[src/rtl/rsd_pkg.sv]
package rsd_pkg;

  localparam int unsigned WORD_W = 64;
  localparam int unsigned N_REGIONS = 4;

  typedef enum logic [1:0] {
    SZ_B1 = 2'd0,
    SZ_B2 = 2'd1,
    SZ_B4 = 2'd2,
    SZ_B8 = 2'd3
  } size_e;

  // Region slots in the hit vector
  localparam int unsigned RG_CAP  = 0;
  localparam int unsigned RG_DEV  = 1;
  localparam int unsigned RG_MBOX = 2;
  localparam int unsigned RG_MDEV = 3;

  function automatic int unsigned pow2_ceil(input int unsigned v);
    int unsigned p;
    p = 1;
    while (p < v) p = p << 1;
    return p;
  endfunction

endpackage

[src/rtl/rs_reset_sync.sv]
module rs_reset_sync (
  input  logic clk,
  input  logic rst_n,
  output logic rst_n_sync
);
  logic [1:0] sync_q;

  always_ff @(posedge clk or negedge rst_n) begin
    if (!rst_n) sync_q <= 2'b00;
    else        sync_q <= {sync_q[0], 1'b1};
  end

  assign rst_n_sync = sync_q[1];
endmodule

[src/rtl/rs_region_decode.sv]
module rs_region_decode #(
  parameter int unsigned AW       = 10,
  parameter int unsigned CAP_OFS  = 'h000,
  parameter int unsigned CAP_LEN  = 'h080,
  parameter int unsigned DEV_OFS  = 'h080,
  parameter int unsigned DEV_LEN  = 'h020,
  parameter int unsigned MBOX_OFS = 'h100,
  parameter int unsigned MBOX_LEN = 'h100,
  parameter int unsigned MDEV_OFS = 'h200,
  parameter int unsigned MDEV_LEN = 'h008
) (
  input  logic [AW-1:0]                   addr,
  input  logic [1:0]                      size,
  output logic [rsd_pkg::N_REGIONS-1:0]   hit,
  output logic                            misaligned
);
  import rsd_pkg::*;

  localparam int unsigned R_OFS [N_REGIONS] = '{CAP_OFS, DEV_OFS, MBOX_OFS, MDEV_OFS};
  localparam int unsigned R_LEN [N_REGIONS] = '{CAP_LEN, DEV_LEN, MBOX_LEN, MDEV_LEN};

  // Each region is a power of two long and aligned to its length,
  // so a match is a compare of the upper address bits only.
  for (genvar g = 0; g < N_REGIONS; g++) begin : g_rgn
    localparam int unsigned RB = $clog2(R_LEN[g]);
    localparam logic [AW-1:0] BASE_V = AW'(R_OFS[g]);
    assign hit[g] = (addr[AW-1:RB] == BASE_V[AW-1:RB]);
  end

  logic [2:0] low_mask;
  always_comb begin
    unique case (size_e'(size))
      SZ_B1:   low_mask = 3'b000;
      SZ_B2:   low_mask = 3'b001;
      SZ_B4:   low_mask = 3'b011;
      default: low_mask = 3'b111;
    endcase
  end

  assign misaligned = |(addr[2:0] & low_mask);
endmodule

[src/rtl/rs_cap_rom.sv]
module rs_cap_rom #(
  parameter int unsigned N_CAPS    = 3,
  parameter int unsigned IDX_W     = 4,
  parameter logic [15:0] ARR_ID    = 16'h0000,
  parameter logic [7:0]  ARR_VER   = 8'd1,
  parameter logic [7:0]  ENT_VER   = 8'd1,
  parameter logic [N_CAPS*16-1:0] ENT_IDS  = '0,
  parameter logic [N_CAPS*32-1:0] ENT_OFS  = '0,
  parameter logic [N_CAPS*32-1:0] ENT_LENS = '0
) (
  input  logic [IDX_W-1:0] idx,
  output logic [63:0]      word
);
  localparam logic [63:0] HDR_WORD =
    {16'h0000, 16'(N_CAPS), 8'h00, ARR_VER, ARR_ID};

  logic [63:0] id_word  [N_CAPS];
  logic [63:0] loc_word [N_CAPS];

  for (genvar i = 0; i < N_CAPS; i++) begin : g_ent
    assign id_word[i]  = {40'h0, ENT_VER, ENT_IDS[i*16 +: 16]};
    assign loc_word[i] = {ENT_LENS[i*32 +: 32], ENT_OFS[i*32 +: 32]};
  end

  always_comb begin
    word = '0;
    if (idx == '0) word = HDR_WORD;
    for (int i = 0; i < N_CAPS; i++) begin
      if (idx == IDX_W'(2 + 2*i)) word = id_word[i];
      if (idx == IDX_W'(3 + 2*i)) word = loc_word[i];
    end
  end
endmodule

[src/rtl/rs_lane_extract.sv]
module rs_lane_extract (
  input  logic [63:0] word,
  input  logic [2:0]  byte_ofs,
  input  logic [1:0]  size,
  output logic [63:0] data
);
  import rsd_pkg::*;

  logic [63:0] shifted;
  assign shifted = word >> {byte_ofs, 3'b000};

  always_comb begin
    unique case (size_e'(size))
      SZ_B1:   data = {56'h0, shifted[7:0]};
      SZ_B2:   data = {48'h0, shifted[15:0]};
      SZ_B4:   data = {32'h0, shifted[31:0]};
      default: data = shifted;
    endcase
  end
endmodule

[src/rtl/regspace_decoder.sv]
module regspace_decoder #(
  parameter int unsigned CAP_OFS     = 'h000,
  parameter int unsigned CAP_LEN     = 'h080,
  parameter int unsigned DEV_OFS     = 'h080,
  parameter int unsigned DEV_LEN     = 'h020,
  parameter int unsigned MBOX_OFS    = 'h100,
  parameter int unsigned MBOX_LEN    = 'h100,
  parameter int unsigned MDEV_OFS    = 'h200,
  parameter int unsigned MDEV_LEN    = 'h008,
  parameter logic [15:0] DEV_CAP_ID  = 16'h0001,
  parameter logic [15:0] MBOX_CAP_ID = 16'h0002,
  parameter logic [15:0] MDEV_CAP_ID = 16'h4000,
  parameter logic [1:0]  MEDIA_STATE = 2'd1,
  parameter int unsigned MB_RDY_BIT  = 4,
  // Derived: keep at defaults
  parameter int unsigned AW      = $clog2(rsd_pkg::pow2_ceil(MDEV_OFS + MDEV_LEN)),
  parameter int unsigned MBOX_AW = $clog2(MBOX_LEN)
) (
  input  logic               clk,
  input  logic               rst_n,
  input  logic               req_valid,
  input  logic               req_write,
  input  logic [AW-1:0]      req_addr,
  input  logic [1:0]         req_size,
  input  logic [63:0]        req_wdata,
  output logic               rsp_valid,
  output logic [63:0]        rsp_rdata,
  output logic               mb_valid,
  output logic               mb_write,
  output logic [MBOX_AW-1:0] mb_addr,
  output logic [1:0]         mb_size,
  output logic [63:0]        mb_wdata,
  input  logic [63:0]        mb_rdata
);
  import rsd_pkg::*;

  localparam int unsigned N_CAPS   = 3;
  localparam int unsigned CAP_AW   = $clog2(CAP_LEN);
  localparam int unsigned CAP_IDXW = CAP_AW - 3;
  localparam logic [63:0] MDEV_WORD =
    (64'(MEDIA_STATE)) | (64'd1 << MB_RDY_BIT);

  localparam logic [N_CAPS*16-1:0] ENT_IDS  = {MDEV_CAP_ID, MBOX_CAP_ID, DEV_CAP_ID};
  localparam logic [N_CAPS*32-1:0] ENT_OFS  = {32'(MDEV_OFS), 32'(MBOX_OFS), 32'(DEV_OFS)};
  localparam logic [N_CAPS*32-1:0] ENT_LENS = {32'(MDEV_LEN), 32'(MBOX_LEN), 32'(DEV_LEN)};

  // Reset release synchronised to clk
  logic rst_n_i;
  rs_reset_sync u_rst (.clk(clk), .rst_n(rst_n), .rst_n_sync(rst_n_i));

  // Address decode
  logic [N_REGIONS-1:0] hit;
  logic                 misaligned;

  rs_region_decode #(
    .AW(AW),
    .CAP_OFS(CAP_OFS),   .CAP_LEN(CAP_LEN),
    .DEV_OFS(DEV_OFS),   .DEV_LEN(DEV_LEN),
    .MBOX_OFS(MBOX_OFS), .MBOX_LEN(MBOX_LEN),
    .MDEV_OFS(MDEV_OFS), .MDEV_LEN(MDEV_LEN)
  ) u_dec (
    .addr(req_addr), .size(req_size), .hit(hit), .misaligned(misaligned)
  );

  // Capability words
  logic [63:0] cap_word;
  rs_cap_rom #(
    .N_CAPS(N_CAPS), .IDX_W(CAP_IDXW),
    .ARR_ID(16'h0000), .ARR_VER(8'd1), .ENT_VER(8'd1),
    .ENT_IDS(ENT_IDS), .ENT_OFS(ENT_OFS), .ENT_LENS(ENT_LENS)
  ) u_rom (
    .idx(req_addr[CAP_AW-1:3]), .word(cap_word)
  );

  // Source word for read-only regions
  logic [63:0] src_word;
  always_comb begin
    src_word = '0;
    if (hit[RG_CAP])  src_word = cap_word;
    if (hit[RG_DEV])  src_word = '0;
    if (hit[RG_MDEV]) src_word = MDEV_WORD;
  end

  logic [63:0] lane_data;
  rs_lane_extract u_lane (
    .word(src_word), .byte_ofs(req_addr[2:0]), .size(req_size), .data(lane_data)
  );

  // Mailbox pass-through
  logic mb_sel;
  assign mb_sel   = hit[RG_MBOX] && !misaligned;
  assign mb_valid = req_valid && mb_sel;
  assign mb_write = req_write;
  assign mb_addr  = req_addr[MBOX_AW-1:0];
  assign mb_size  = req_size;
  assign mb_wdata = req_wdata;

  // Response: next-state
  logic        rsp_valid_q, rsp_valid_d;
  logic [63:0] rsp_rdata_q, rsp_rdata_d;
  logic        rsp_en;

  always_comb begin
    rsp_valid_d = req_valid;
    rsp_en      = req_valid;
    if (req_write || misaligned) rsp_rdata_d = '0;
    else if (hit[RG_MBOX])       rsp_rdata_d = mb_rdata;
    else                         rsp_rdata_d = lane_data;
  end

  // Response: registers
  always_ff @(posedge clk or negedge rst_n_i) begin
    if (!rst_n_i) begin
      rsp_valid_q <= 1'b0;
      rsp_rdata_q <= '0;
    end else begin
      rsp_valid_q <= rsp_valid_d;
      if (rsp_en) rsp_rdata_q <= rsp_rdata_d;
    end
  end

  assign rsp_valid = rsp_valid_q;
  assign rsp_rdata = rsp_rdata_q;
endmodule

[config.mk]
export PLATFORM = sky130hd
export DESIGN_NAME = regspace_decoder
export DESIGN_NICKNAME = d
export VERILOG_FILES = /design/src/rtl/rsd_pkg.sv /design/src/rtl/rs_reset_sync.sv /design/src/rtl/rs_region_decode.sv /design/src/rtl/rs_cap_rom.sv /design/src/rtl/rs_lane_extract.sv /design/src/rtl/regspace_decoder.sv
export SDC_FILE = /design/constraint.sdc
export NUM_CORES = 1
export LEC_CHECK = 0
export ABC_AREA = 1
export BUFFER_PORTS_ARGS = -buffer_cell sky130_fd_sc_hd__buf_2
export CELL_PAD_IN_SITES_DETAIL_PLACEMENT = 0
export CELL_PAD_IN_SITES_GLOBAL_PLACEMENT = 1
export CORE_UTILIZATION = 28
export CTS_CLUSTER_SIZE = 16
export DETAILED_ROUTE_END_ITERATION = 6
export PLACE_DENSITY = 0.89
export SLEW_MARGIN = 25
export SYNTH_ARGS = -nofsm -noshare
export SYNTH_HDL_FRONTEND = slang
export SYNTH_SLANG_ARGS = --single-unit
[constraint.sdc]
create_clock -name clk -period 4.85 [get_ports clk]
set_input_delay 0.2425 -clock clk [delete_from_list [all_inputs] [get_ports clk]]
set_output_delay 0.2425 -clock clk [all_outputs]
set_load 0.005 [all_outputs]
==> flow_summary.toml <==
[run_status]
outcome = "finished, final reports clean"

[synthesis]
syn_nets = 632
synthFlopType = "dfrtp_1"
synth_edf_count = 0
synth.distinct_cells = 22
seq_area_frac_synth = 0.454
synth_commonest_cells = "nand2_1, buf_4, dfrtp_1"
synth_seq_cells = 67
yosysTopAreaCellShare = 0.454
yosysWarnings = 0
syn_inst = 488
synth_area_per_cell_um2 = 7.57
synth_top_area_cell = "dfrtp_1"
synth_area_leaders = "dfrtp_1, nand2_1, buf_4, nor2_1, nand3_1"
synth_most_common_cell = "nand2_1"
synth_area_mm2 = 0.00369
async_flop_share = 1.00

[floorplanning]
initial_utilization = 0.290
die_y_um = 117
top_level_ports = 285
rows = 41
die_area_mm2 = 0.0137
die_x_um = 117
core_mm2 = 0.0127

[detailed_routing]
wl_per_cell_um = 13.1
drc = 0
dr_total_vias = 3189
drt_iter0_drc = 136
ant_nets = 0
wl_um = 9750
dr.pass1.iters = 4
detail_route.vias_per_cell = 4.29

[worst_setup_path]
required_ns = 5.12
crit_buf_inv = 2
path_cells = "buf_2, nor2_8, nand2_2, nand3_2, nand3_4, nor2_4, buf_4, nand2_1, nand2_1"
rr_worst_depth = 1
critPathKind = "input pin to flop"
worstSetupStartpointType = "input pin"
path_delay_family = "simple AND/OR/NAND/NOR gates"
slowest_stage = "nor2_4"
cp_max_fo = 34
path_depth = 9
cp_common_cell = "nand2_1"
cp-end-kind = "flop"
ff2ff_setup_slack_ns = 3.64
worst-endpoint-arrival_ns = 2.09
slowest_delay_ns = 0.50

[sta]
finalCritPeriodShare = 0.375
finalSetupViolCount = 0
tightest_slew_ns = 0.623
slew_headroom = 0.584
min_period_ns = 1.82
whs_ns = 0.107
final.setup.tns_ns = 0
hold_viol_final = 0
clock.fmax_ghz = 0.549
rsz0062_at_grt = "no"
clock_skew_ns = 0.00586
drv_slew = 0
setup_ws_ns = 3.03

[clock_network]
cts.sinks = 67
cts_root_buf = "clkbuf_16"
clock_path_buffers = 2
clk_pin_slew_ns = 0.06
ctsHtreeMaxLevel = 3
tritoncts = "done"
cts-buffers-inserted = 9
ctsResizeCount = 0
insertion_delay_ns = 0.33

[global_routing]
grt_pass1_wl_um = 14400
grt_usage = 0.140
grt_overflow_total = 0
grt_pass1_vias = 2876
grt_max_degree = 61
antenna_found_initial = 0

[placed_design]
post-place-cells = 727
place.gp.congestion = 0.854
place_ws_ns = 2.63
io_buffers = 156
dp_hpwl_um = 7270

[finish]
finish.utilization = 0.344
syn_to_final_growth_pct = 18.7
nFillCells = 1394
final_cells = 744
nNetsFinal = 711
seqCellArea_mm2 = 0.00168
multiInputGateArea_mm2 = 0.00126
layout-drive-gt1-share = 0.318
antenna_cells = 0

[power_and_ir_drop]
irDropWorstVdd_mv = 0.168
leakage_nw = 2.65
powerDensity_mw_per_mm2 = 322

[job]
maxCapViolations = 0

[worst_hold_path]
hold_depth = 3
min_path_type = "input pin to flop"
[registers in the layout, summed over array words and instances, names as in the netlist]
| name | count |
|---|---|
| u_rst.sync_q | 2 |
| rsp_valid | 1 |
| rsp_rdata | 64 |
[report_power, final]
part | switching, W | leakage, nW | internal (W) | total (W)
Sequential | 0.0000110 | 0.919 | 0.000575 | 0.000586
Combinational | 0.0000774 | 1.58 | 0.0000524 | 0.000130
Clock | 0.000243 | 0.149 | 0.000451 | 0.000693
Total | 0.000331 | 2.65 | 0.00108 | 0.00141
[per-stage QoR]
step           area [um^2]  total power [W]
6_report              4380          0.00141
5_1_grt               4380          0.00148
4_1_cts               4380          0.00144
3_5_place_dp          4050         0.000728
3_3_place_gp          4050         0.000728
2_1_floorplan         3690         0.000704
[final timing paths]
check / end / startpoint
max in group asynchronous: rsp_rdata[21] / u_rst.sync_q[1]
hold / removal: rsp_rdata[61] / mb_rdata[61]
min in group asynchronous: rsp_rdata[10] / u_rst.sync_q[1]
hold reg to reg: rsp_rdata[10] / u_rst.sync_q[1]
setup / recovery: rsp_rdata[15] / req_addr[2]
setup reg to reg: rsp_rdata[21] / u_rst.sync_q[1]
[layout by cell type (no fill, tap or decap)]
cell | synthesis | final
clkbuf_16 | 0 | 9
nor2_8 | 1 | 1
nand3_4 | 1 | 1
inv_6 | 0 | 1
a21oi_1 | 3 | 3
clkinv_2 | 0 | 1
buf_2 | 6 | 156
nor3_1 | 6 | 6
nor4_1 | 1 | 1
nand3_1 | 27 | 27
nor2_1 | 39 | 39
clkinvlp_4 | 0 | 2
inv_2 | 2 | 2
nand2_2 | 1 | 1
nand4_1 | 10 | 10
bufinv_16 | 0 | 2
dlygate4sd3_1 | 0 | 1
dfrtp_2 | 0 | 1
conb_1 | 1 | 1
inv_4 | 0 | 1
dfrtp_1 | 67 | 66
inv_1 | 23 | 23
nand3_2 | 1 | 1
nand2_1 | 208 | 208
clkbuf_1 | 7 | 1
buf_4 | 75 | 2
o21ai_0 | 4 | 4
nor2_4 | 1 | 1
[worst min-delay path, cell delays in order]
cell	delay (ns)
buf_2	0.08
nand2_1	0.04
nand2_1	0.04
[kinds of logic (layout without fill, tap and decap cells)]
logic type      after synthesis  in the layout  synth area share
buf+inv                     117            201             0.203
flops                        67             67             0.454
compound gates                7              7           0.00949
simple gates                296            296             0.332
other cells                   1              1           0.00102
[cell type report]
type	count	share of cell area
clock inverters	6	0.0203
flip-flops and latches	67	0.383
repair buffers	159	0.184
inverters	26	0.0228
clock buffers	10	0.0523
multi-input cells	304	0.289
well taps	172	0.0491
[routing by layer]
metal	global-route usage	vias up	share of wire
li1	-	1595	-
met1	0.174	1447	0.45
met2	0.221	118	0.45
met3	0.0381	29	0.069
met4	0.0768	0	0.029
met5	0	-	0
[what timing repair did]
action,4_1_cts,5_1_grt
setup endpoints to repair,0,0
hold endpoints to repair,2,0
hold buffers,1,0
buffers inserted,0,0
No activity file was read; power rests on OpenSTA's default activity.
